## src/rtl/phasor_pkg.sv

```systemverilog
package phasor_pkg;
  localparam int SEC_W  = 32;
  localparam int FRAC_W = 24;

  typedef struct packed {
    logic       unlocked;
    logic       leap_pend;
    logic       leap_sub;
    logic       rsvd;
    logic [3:0] acc;
  } qual_t;

  typedef struct packed {
    logic [SEC_W-1:0]  sec;
    logic [FRAC_W-1:0] frac;
    qual_t             qual;
  } tag_t;
endpackage

```

## src/rtl/phasor_div.sv

```systemverilog
module phasor_div #(
  parameter int NW = 25,
  parameter int DW = 8
) (
  input  logic          clk,
  input  logic          rst_n,
  input  logic          start,
  input  logic [NW-1:0] num,
  input  logic [DW-1:0] den,
  output logic          busy,
  output logic [NW-1:0] quo,
  output logic [DW-1:0] rem
);
  localparam int CNT_W = $clog2(NW + 1);

  logic [NW-1:0]    sh_num;
  logic [NW-1:0]    quo_w;
  logic [DW-1:0]    part;
  logic [DW-1:0]    den_q;
  logic [CNT_W-1:0] cnt;
  logic [DW:0]      trial;
  logic             take;
  logic [DW-1:0]    part_nxt;

  always_comb begin
    trial    = {part, sh_num[NW-1]};
    take     = trial >= {1'b0, den_q};
    part_nxt = take ? DW'(trial - {1'b0, den_q}) : trial[DW-1:0];
  end

  always_ff @(posedge clk) begin
    if (!rst_n) begin
      busy   <= 1'b0;
      sh_num <= '0;
      quo_w  <= '0;
      part   <= '0;
      den_q  <= DW'(1);
      cnt    <= '0;
      quo    <= '0;
      rem    <= '0;
    end else if (start) begin
      busy   <= 1'b1;
      sh_num <= num;
      den_q  <= den;
      part   <= '0;
      quo_w  <= '0;
      cnt    <= CNT_W'(NW);
    end else if (busy) begin
      sh_num <= sh_num << 1;
      part   <= part_nxt;
      quo_w  <= {quo_w[NW-2:0], take};
      cnt    <= cnt - CNT_W'(1);
      if (cnt == CNT_W'(1)) begin
        busy <= 1'b0;
        quo  <= {quo_w[NW-2:0], take};
        rem  <= part_nxt;
      end
    end
  end

  AST_DIV_REM_BELOW: assert property (@(posedge clk) disable iff (!rst_n)
    !busy |-> rem < den_q);
endmodule

```

## src/rtl/phasor_epoch.sv

```systemverilog
module phasor_epoch #(
  parameter int CLK_HZ   = 100_000_000,
  parameter int LOCK_TMO = 150_000_000
) (
  input  logic        clk,
  input  logic        rst_n,
  input  logic        pps_i,
  input  logic        sec_ld,
  input  logic [31:0] sec_val,
  output logic        new_sec,
  output logic [31:0] sec,
  output logic        unlocked
);
  localparam int CYC_W = $clog2(CLK_HZ);
  localparam int TMO_W = $clog2(LOCK_TMO + 1);

  logic             pps_q;
  logic             pps_edge;
  logic [CYC_W-1:0] cyc;
  logic [TMO_W-1:0] tmo;

  always_comb begin
    pps_edge = pps_i & ~pps_q;
    new_sec  = pps_edge | (cyc == CYC_W'(CLK_HZ - 1));
    unlocked = (tmo == TMO_W'(LOCK_TMO));
  end

  always_ff @(posedge clk) begin
    if (!rst_n) begin
      pps_q <= 1'b0;
      cyc   <= '0;
      sec   <= '0;
      tmo   <= TMO_W'(LOCK_TMO);
    end else begin
      pps_q <= pps_i;
      cyc   <= new_sec ? '0 : cyc + CYC_W'(1);
      if (sec_ld)       sec <= sec_val;
      else if (new_sec) sec <= sec + 32'd1;
      if (pps_edge)      tmo <= '0;
      else if (!unlocked) tmo <= tmo + TMO_W'(1);
    end
  end

  AST_SEC_STEP: assert property (@(posedge clk) disable iff (!rst_n)
    new_sec && !sec_ld |=> sec == $past(sec) + 32'd1);
  AST_SEC_LOAD: assert property (@(posedge clk) disable iff (!rst_n)
    sec_ld |=> sec == $past(sec_val));
  AST_SEC_HOLD: assert property (@(posedge clk) disable iff (!rst_n)
    !new_sec && !sec_ld |=> $stable(sec));
  AST_PPS_RELOCK: assert property (@(posedge clk) disable iff (!rst_n)
    pps_edge |=> !unlocked);
endmodule

```

## src/rtl/phasor_sched.sv

```systemverilog
module phasor_sched #(
  parameter int CLK_HZ   = 100_000_000,
  parameter int RATE_W   = 8,
  parameter int BASE_W   = 25,
  parameter int FRAC_W   = 24,
  parameter int RATE_DEF = 10,
  parameter int BASE_DEF = 16_777_216
) (
  input  logic              clk,
  input  logic              rst_n,
  input  logic              new_sec,
  input  logic [BASE_W-1:0] cfg_base,
  input  logic [RATE_W-1:0] cfg_rate,
  input  logic              div_busy,
  input  logic [BASE_W-1:0] div_quo,
  input  logic [RATE_W-1:0] div_rem,
  output logic              stb,
  output logic [FRAC_W-1:0] frac
);
  localparam int CW = $clog2(CLK_HZ + 2**RATE_W);

  logic [RATE_W-1:0] rate_q;
  logic [BASE_W-1:0] base_q;
  logic              armed;
  logic [RATE_W-1:0] k;
  logic [CW-1:0]     racc;
  logic [CW-1:0]     nxt;
  logic [RATE_W-1:0] frem;
  logic [RATE_W:0]   sum_rem;
  logic              carry;
  logic              more;
  logic              fire;

  always_comb begin
    nxt     = racc + CW'(rate_q);
    more    = armed && ({1'b0, k} + (RATE_W+1)'(1) < {1'b0, rate_q});
    fire    = more && (nxt >= CW'(CLK_HZ));
    sum_rem = {1'b0, frem} + {1'b0, div_rem};
    carry   = sum_rem >= {1'b0, rate_q};
  end

  always_ff @(posedge clk) begin
    if (!rst_n) begin
      rate_q <= RATE_W'(RATE_DEF);
      base_q <= BASE_W'(BASE_DEF);
      armed  <= 1'b0;
      k      <= '0;
      racc   <= '0;
      frac   <= '0;
      frem   <= '0;
      stb    <= 1'b0;
    end else if (new_sec) begin
      rate_q <= cfg_rate;
      base_q <= cfg_base;
      armed  <= 1'b1;
      k      <= '0;
      racc   <= '0;
      frac   <= '0;
      frem   <= '0;
      stb    <= 1'b1;
    end else begin
      stb <= fire;
      if (fire) begin
        racc <= nxt - CW'(CLK_HZ);
        k    <= k + RATE_W'(1);
        frac <= frac + FRAC_W'(div_quo) + FRAC_W'(carry);
        frem <= carry ? RATE_W'(sum_rem - {1'b0, rate_q}) : sum_rem[RATE_W-1:0];
      end else if (more) begin
        racc <= nxt;
      end
    end
  end

  AST_TOP_FRAC_ZERO: assert property (@(posedge clk) disable iff (!rst_n)
    new_sec |=> stb && frac == '0);
  AST_FRAC_BELOW_BASE: assert property (@(posedge clk) disable iff (!rst_n)
    stb |-> BASE_W'(frac) < base_q);
  AST_K_BELOW_RATE: assert property (@(posedge clk) disable iff (!rst_n)
    armed |-> k < rate_q);
  AST_CFG_HELD: assert property (@(posedge clk) disable iff (!rst_n)
    !new_sec |=> $stable(rate_q) && $stable(base_q));
  AST_DIV_READY: assert property (@(posedge clk) disable iff (!rst_n)
    fire |-> !div_busy);
endmodule

```

## src/rtl/phasor_timetag.sv

```systemverilog
module phasor_timetag
  import phasor_pkg::*;
#(
  parameter int CLK_HZ   = 100_000_000,
  parameter int LOCK_TMO = 150_000_000,
  parameter int RATE_W   = 8,
  parameter int BASE_W   = 25,
  parameter int RATE_DEF = 10,
  parameter int BASE_DEF = 16_777_216
) (
  input  logic              clk,
  input  logic              rst_n,
  input  logic              pps_i,
  input  logic              sec_ld,
  input  logic [31:0]       sec_val,
  input  logic [BASE_W-1:0] cfg_base,
  input  logic [RATE_W-1:0] cfg_rate,
  input  logic              leap_pend,
  input  logic              leap_sub,
  input  logic [3:0]        clk_acc,
  output logic              rpt_stb,
  output logic [63:0]       rpt_tag
);
  logic              new_sec;
  logic [SEC_W-1:0]  sec;
  logic              unlocked;
  logic              div_busy;
  logic [BASE_W-1:0] div_quo;
  logic [RATE_W-1:0] div_rem;
  logic [FRAC_W-1:0] frac;
  tag_t              tag;

  phasor_epoch #(.CLK_HZ(CLK_HZ), .LOCK_TMO(LOCK_TMO)) u_epoch (
    .clk(clk), .rst_n(rst_n), .pps_i(pps_i), .sec_ld(sec_ld),
    .sec_val(sec_val), .new_sec(new_sec), .sec(sec), .unlocked(unlocked)
  );

  phasor_div #(.NW(BASE_W), .DW(RATE_W)) u_div (
    .clk(clk), .rst_n(rst_n), .start(new_sec), .num(cfg_base),
    .den(cfg_rate), .busy(div_busy), .quo(div_quo), .rem(div_rem)
  );

  phasor_sched #(
    .CLK_HZ(CLK_HZ), .RATE_W(RATE_W), .BASE_W(BASE_W), .FRAC_W(FRAC_W),
    .RATE_DEF(RATE_DEF), .BASE_DEF(BASE_DEF)
  ) u_sched (
    .clk(clk), .rst_n(rst_n), .new_sec(new_sec), .cfg_base(cfg_base),
    .cfg_rate(cfg_rate), .div_busy(div_busy), .div_quo(div_quo),
    .div_rem(div_rem), .stb(rpt_stb), .frac(frac)
  );

  always_comb begin
    tag.sec            = sec;
    tag.frac           = frac;
    tag.qual.unlocked  = unlocked;
    tag.qual.leap_pend = leap_pend;
    tag.qual.leap_sub  = leap_sub;
    tag.qual.rsvd      = 1'b0;
    tag.qual.acc       = clk_acc;
    rpt_tag            = tag;
  end
endmodule

```

## config.mk

```make
export PLATFORM = sky130hd
export DESIGN_NAME = phasor_timetag
export DESIGN_NICKNAME = d
export VERILOG_FILES = /design/src/rtl/phasor_pkg.sv /design/src/rtl/phasor_div.sv /design/src/rtl/phasor_epoch.sv /design/src/rtl/phasor_sched.sv /design/src/rtl/phasor_timetag.sv
export SDC_FILE = /design/constraint.sdc
export NUM_CORES = 1
export LEC_CHECK = 0
export CORE_MARGIN = 2
export CORE_UTILIZATION = 40
export DETAILED_ROUTE_END_ITERATION = 10
export DONT_BUFFER_PORTS = 1
export SLEW_MARGIN = 10
export SYNTH_ARGS = -nofsm -noshare
export SYNTH_HDL_FRONTEND = slang
export SYNTH_SLANG_ARGS = --single-unit
export TNS_END_PERCENT = 30
```

## constraint.sdc

```tcl
create_clock -name clk -period 15.3 [get_ports clk]
set_clock_uncertainty 0.15 [all_clocks]
set_input_delay 1.53 -clock clk [delete_from_list [all_inputs] [get_ports clk]]
set_output_delay 1.53 -clock clk [all_outputs]
set_load 0.01 [all_outputs]
```

Yosys cells after proc, flatten, opt, wreduce, memory -nomap -nowiden
Cells that the tools add are included.
{"block": "word_totals", "regBits": 267, "latch_bits": 0, "ramBits": 0, "romBits": 0, "input_bits": 75, "out_inout_bits": 65, "elab_cells": 71, "memories": 0}
{"block": "op_classes", "n_addsub": 13, "mul": 0, "div_mod_pow": 0, "magnitude_cmp": 4, "n_eq_ne": 4, "shifts": 0, "mux": 16, "bitwise": 5, "reduce_logical": 8}
{"op": "$mux 32", "n": 2}
{"op": "$mux 28", "n": 2}
{"op": "$mux 27", "n": 2}
{"op": "$mux 25", "n": 2}
{"op": "$add 32x1->32 const B", "n": 1}
{"op": "$add 28x1->28 const B", "n": 1}
{"op": "$eq 28x28->1 const B", "n": 1}
{"op": "$add 27x1->27 const B", "n": 1}
{"op": "$add 27x8->27", "n": 1}
{"op": "$eq 27x27->1 const B", "n": 1}
{"op": "$ge 27x27->1 const B", "n": 1}
{"op": "$sub 27x27->27 const B", "n": 1}
{"op": "$add 24x1->24", "n": 1}
{"op": "$add 24x24->24", "n": 1}
{"op": "$ge 9x8->1", "n": 2}
{"op": "$mux 8", "n": 2}
{"op": "$sub 8x8->8", "n": 2}
{"op": "$mux 5", "n": 2}
{"op": "$add 8x1->9 const B", "n": 1}
{"op": "$add 8x8->9", "n": 1}
{"op": "$lt 9x8->1", "n": 1}
{"op": "$add 8x1->8 const B", "n": 1}
{"op": "$reduce_bool 2->1", "n": 3}
{"op": "$eq 5x1->1 const B", "n": 1}
{"op": "9 further kinds", "n": 16}

Longest topological paths before layout
{"block": "logic_depth", "depth_word": 5, "depth_mapped": 28, "ltp_nobuf": 28}

Hierarchy
Synthesis repeated with hierarchy kept, for this count alone.
{"block": "hier_totals", "hier_cells": 1978, "hier_area_um2": 15959.1}
{"mod": "phasor_sched", "n_inst": 1, "cells_each": 872, "area_each_um2": 6726.5, "seq_area_each_um2": 1541.5}
{"mod": "phasor_div", "n_inst": 1, "cells_each": 540, "area_each_um2": 4603.2, "seq_area_each_um2": 2082.0}
{"mod": "phasor_epoch", "n_inst": 1, "cells_each": 557, "area_each_um2": 4565.6, "seq_area_each_um2": 1761.7}
{"mod": "phasor_timetag", "n_inst": 1, "cells_each": 9, "area_each_um2": 63.8, "seq_area_each_um2": 0.0}

Worst setup path before layout
No wires, ideal clock.
{"block": "synth_timing", "kind": "reg-to-reg", "start": "reg u_div.rem[1]", "end": "reg u_sched.frac[22]", "setup_time_ns": 0.116, "t_arrival_ns": 5.502, "required_ns": 15.034, "setup_slack_ns": 9.532, "path_stages_with_launch": 29, "path_buffers": 0, "period_less_slack_ns": 5.768, "path_cell_list": "dfxtp_1 > ha_1 > a21o_1 > a21oi_1 > o21bai_1 > a21oi_1 > o21bai_1 > a21oi_1 > xor2_1 > inv_1 > ha_1 > nand4_1 > nor2_1 > a2111oi_0 > nand2_1 > inv_1 > fa_1 > fa_1 > nor2b_1 > o21a_1 > o21ai_0 > a21oi_1 > o2111ai_1 > a21oi_1 > o31ai_1 > o21bai_1 > a21oi_1 > xnor2_1 > a31o_2"}
{"block": "synth_via", "elab_chain_len": 3}
{"item": "start, declared", "line": "phasor_div.sv:12", "source": "output logic [DW-1:0] rem"}
{"item": "start signal, assigned", "line": "phasor_div.sv:56", "source": "rem <= part_nxt;"}
{"item": "$add 8x8->9", "line": "phasor_sched.sv:38", "source": "sum_rem = {1'b0, frem} + {1'b0, div_rem};"}
{"item": "$ge 9x8->1", "line": "phasor_sched.sv:39", "source": "carry = sum_rem >= {1'b0, rate_q};"}
{"item": "$add 24x1->24", "line": "phasor_sched.sv:66", "source": "frac <= frac + FRAC_W'(div_quo) + FRAC_W'(carry);"}
{"item": "end signal, assigned", "line": "phasor_sched.sv:66"}
{"item": "end, declared", "line": "phasor_sched.sv:18", "source": "output logic [FRAC_W-1:0] frac"}
No other way between the ends.
A chain may end at the register's enable or synchronous reset.

Worst setup path after layout
{"block": "layout_timing", "start": "reg u_sched.frem[1]", "end": "reg u_sched.frac[22]"}
{"block": "layout_via", "elab_chain_len": 3}
{"item": "start, declared", "line": "phasor_sched.sv:28", "source": "logic [RATE_W-1:0] frem;"}
{"item": "start signal, assigned", "line": "phasor_sched.sv:67", "source": "frem <= carry ? RATE_W'(sum_rem - {1'b0, rate_q}) : sum_rem[RATE_W-1:0];"}
{"item": "$add 8x8->9", "line": "phasor_sched.sv:38"}
{"item": "$ge 9x8->1", "line": "phasor_sched.sv:39"}
{"item": "$add 24x1->24", "line": "phasor_sched.sv:66"}
No other way between the ends.

==> impl_results.md <==
- R2R setup slack: between 8 and 9 ns
- Total nets after synthesis: between 1.5k and 2k
- CTS hold repair buffers: 0
- Clock Pin Slew Worst Setup and Hold Paths: around 0.060 ns
- Switching Fraction: 24.40%
- I/O pin cnt: 140
- Ratio of cells with drive above 1 in the final layout: around 5.0%
- Clock sinks: ~260
- Most frequent CP cell: a21oi_1
- Leak pwr: 6.228 nW
- CTS max path bufs: 3
- Post-CTS Resized: 0
- Overall die width: roughly 200 um
- Initial antenna violation count: 0
- Global-route wire length before repair: approximately 57000 um
- Final setup viols: 0
- Worst path arrival time: ~7 ns
- Core Region: 35740 um^2
- Root Buffer: clkbuf_16
- Sequential share of the synthesized area: a little over a third
- Final setup TNS: 0 ns
- Int Power: 1.224 mW
- All-Layer GR Usage: ~18%
- Netlist cell types: 77
- Syn-to-layout area delta: 8.784%
- Setup CP Type: reg -> reg
- HP Class: reg -> reg
- # DRC: 0
- Comb pwr share: 8.0%
- Pin count of the biggest net entering global routing: roughly 120
- CTS tree: done
- Initial Utilization: a little over 40%
- DR WL/cell: around 15 um
- Crit path time final: 6.763 ns
- Area leader, netlist: dfxtp_1
- Maximum clock frequency: 147.9 MHz
- Async set or reset register ratio after synthesis: 0%
- Buffers on Ports: 0
- Antenna Cells: 0
- Power per Cell Area: slightly above 100 nW/um^2
- Seq cells post-synth: between 200 and 300
- GRT overflow: 0
- Fin. max-slew vios: 0
- Post-synthesis cell area: between 10000 and 15000 um^2
- GP Congestion: approximately 0.9
- Flop pwr share: between 40% and 50%
- Part of the cycle the worst path needs: 44.20%
- Worst slew pin tran: 1.183 ns
- Vias/cell: roughly 5.4
- Routed Antenna Nets: 0
- Synth area leaders: dfxtp_1, nand2_1, ha_1, xor2_1, mux2i_1
- First-pass DRT Iterations: 5
- EDFF count, synth: 0
- Die area: 38040 um^2
- Iteration-0 DRC Markers: slightly below 600
- Status: finished clean
- Hpwl dp: ~23000 um
- CP peak stage delay: between 0.8 and 0.9 ns
- Switch Pwr: slightly below 0.4 mW
- Inst Count DP: between 2k and 2.5k
- Clock network latency to the later pin of the worst-skew pair: 0.56 ns
- Fillers: around 3.5k
- Slowest-stage cell, CP: a2111oi_0
- CTS Buf Count: 30
- Final hold viol count: 0
- Die H: around 200 um
- Post-synth top area share: between 30% and 40%
- CP Launch Type: flip-flop
- Final wirelength: ~34000 um
- Post-Layout Inst Area: around 16000 um^2
- CP Capture Type: flip-flop
- Area of the multi-input gates: roughly 8700 um^2
- Placed inst area: between 10000 and 15000 um^2
- Via total after detailed routing: 11.83k
- Crit Path Max Fanout: 9
- RSZ-0062 raised after global routing: no
- Primary FF master, synth: dfxtp_1
- Fin cells: 2194
- Std cell rows: 69
- Vias in the first global route: around 11k
- Post-synth top cells: dfxtp_1, nand2_1, nor2_1
- Postcts setup bufs: 0
- Syn Inst Count: 1767
- Clk pwr share: 47.0%
- H-tree Lvls: 1
- Worst slew margin: a little over a fifth
- Most frequent cell after synthesis: dfxtp_1
- Maximum VDD drop: roughly 0.08 mV
- Critical Path RT: approximately 16 ns
- Storage element area: between 5000 and 6000 um^2
- Nets@finish: approximately 1.9k
- Avg Cell Area, Syn: between 8 and 9 um^2
- Yosys Warn Count: 0
- Max-cap viol count: 0
-- worst paths after layout --
path	from	endpoint	depth (start not counted)
worst max register to register	u_sched.frem[1]	u_sched.frac[22]	28
worst min-delay path	u_sched.frem[7]	u_sched.frem[7]	2
worst min register to register	u_sched.frem[7]	u_sched.frem[7]	2
worst max-delay path	u_sched.frem[1]	u_sched.frac[22]	28
-- critical path, delay by kind of cell (launching register included) --
kind / cells / cell delay, ns
simple gates: 4 / 0.72
flops: 1 / 0.39
compound gates: 16 / 3.81
xor+xnor: 2 / 0.28
buf+inv: 2 / 0.28
fa+ha+maj: 4 / 1.00
-- cell type report --
cell class	count	share of cell area, %
Tap cell	461	3.632
Sequential cell	262	33.05
Multi-Input combinational cell	1355	55.06
Timing Repair Buffer	7	0.3309
Inverter	53	1.253
Clock buffer	41	5.499
Clock inverter	15	1.182
-- metal layers --
metal  vias to the layer above  track usage [%]  routed length, um
met5                         -                0                  0
met4                         0            4.665                675
met3                        49            3.990               2127
met2                       251            30.05              15530
met1                      5484            22.33              15450
li1                       6045                -                  -
-- power by group through the flow --
| stage | registers (mW) | logic (mW) | clock network [mW] |
|---|---|---|---|
| 6_report | 0.729 | 0.129 | 0.761 |
| 5_1_grt | 0.732 | 0.146 | 0.813 |
| 4_1_cts | 0.729 | 0.131 | 0.786 |
| 3_5_place_dp | 0.744 | 0.129 | 0 |
| 3_3_place_gp | 0.743 | 0.128 | 0 |
| 2_1_floorplan | 0.732 | 0.117 | 0 |
-- layout by cell type (no fill, tap or decap), drive strengths merged, types with 35 or more instances in the layout --
cell type	instances
inv	52
nor2	167
xnor2	72
mux2i	63
nand3	61
ha	70
clkbuf	41
a21boi	38
xor2	77
nand4	35
and2	40
a21oi	90
nand2	243
o21ai	86
dfxtp	262
-- through the flow --
stage | worst slack, ns | total power [mW] | hold slack, ns | util, %
4_1_cts | 8.585 | 1.645 | 0.3122 | 44.44
3_3_place_gp | 8.882 | 0.8711 | 0.2878 | 41.47
3_5_place_dp | 8.630 | 0.8732 | 0.3029 | 41.47
2_1_floorplan | 9.532 | 0.8490 | 0.2760 | -
6_report | 8.537 | 1.619 | 0.3099 | 44.44
5_1_grt | 8.002 | 1.691 | 0.3353 | 44.44
-- sequential cells by signal, indices dropped and copies added (netlist names) --
register        flops
u_sched.stb         1
u_sched.frem        8
u_sched.rate_q      8
u_div.busy          1
u_div.rem           8
u_sched.armed       1
u_div.den_q         3
u_sched.k           8
u_epoch.tmo        28
u_epoch.sec        32
u_sched.frac       24
u_div.cnt           5
u_epoch.pps_q       1
u_div.quo          24
u_div.sh_num       25
u_epoch.cyc        27
u_div.quo_w        23
u_div.part          8
u_sched.racc       27
-- kinds of logic (layout without fill, tap and decap cells) --
logic type      count (synthesis)  after routing  synth area share (%)
fa+ha+maj                      77             77                 6.890
compound gates                377            377                 17.37
simple gates                  686            686                 22.11
buf+inv                       150            116                 4.268
flops                         262            262                 35.92
mux                            65             65                 4.473
xor+xnor                      149            149                 8.938
other cells                     1              1               0.02568
(Power assumes the default switching activity.)
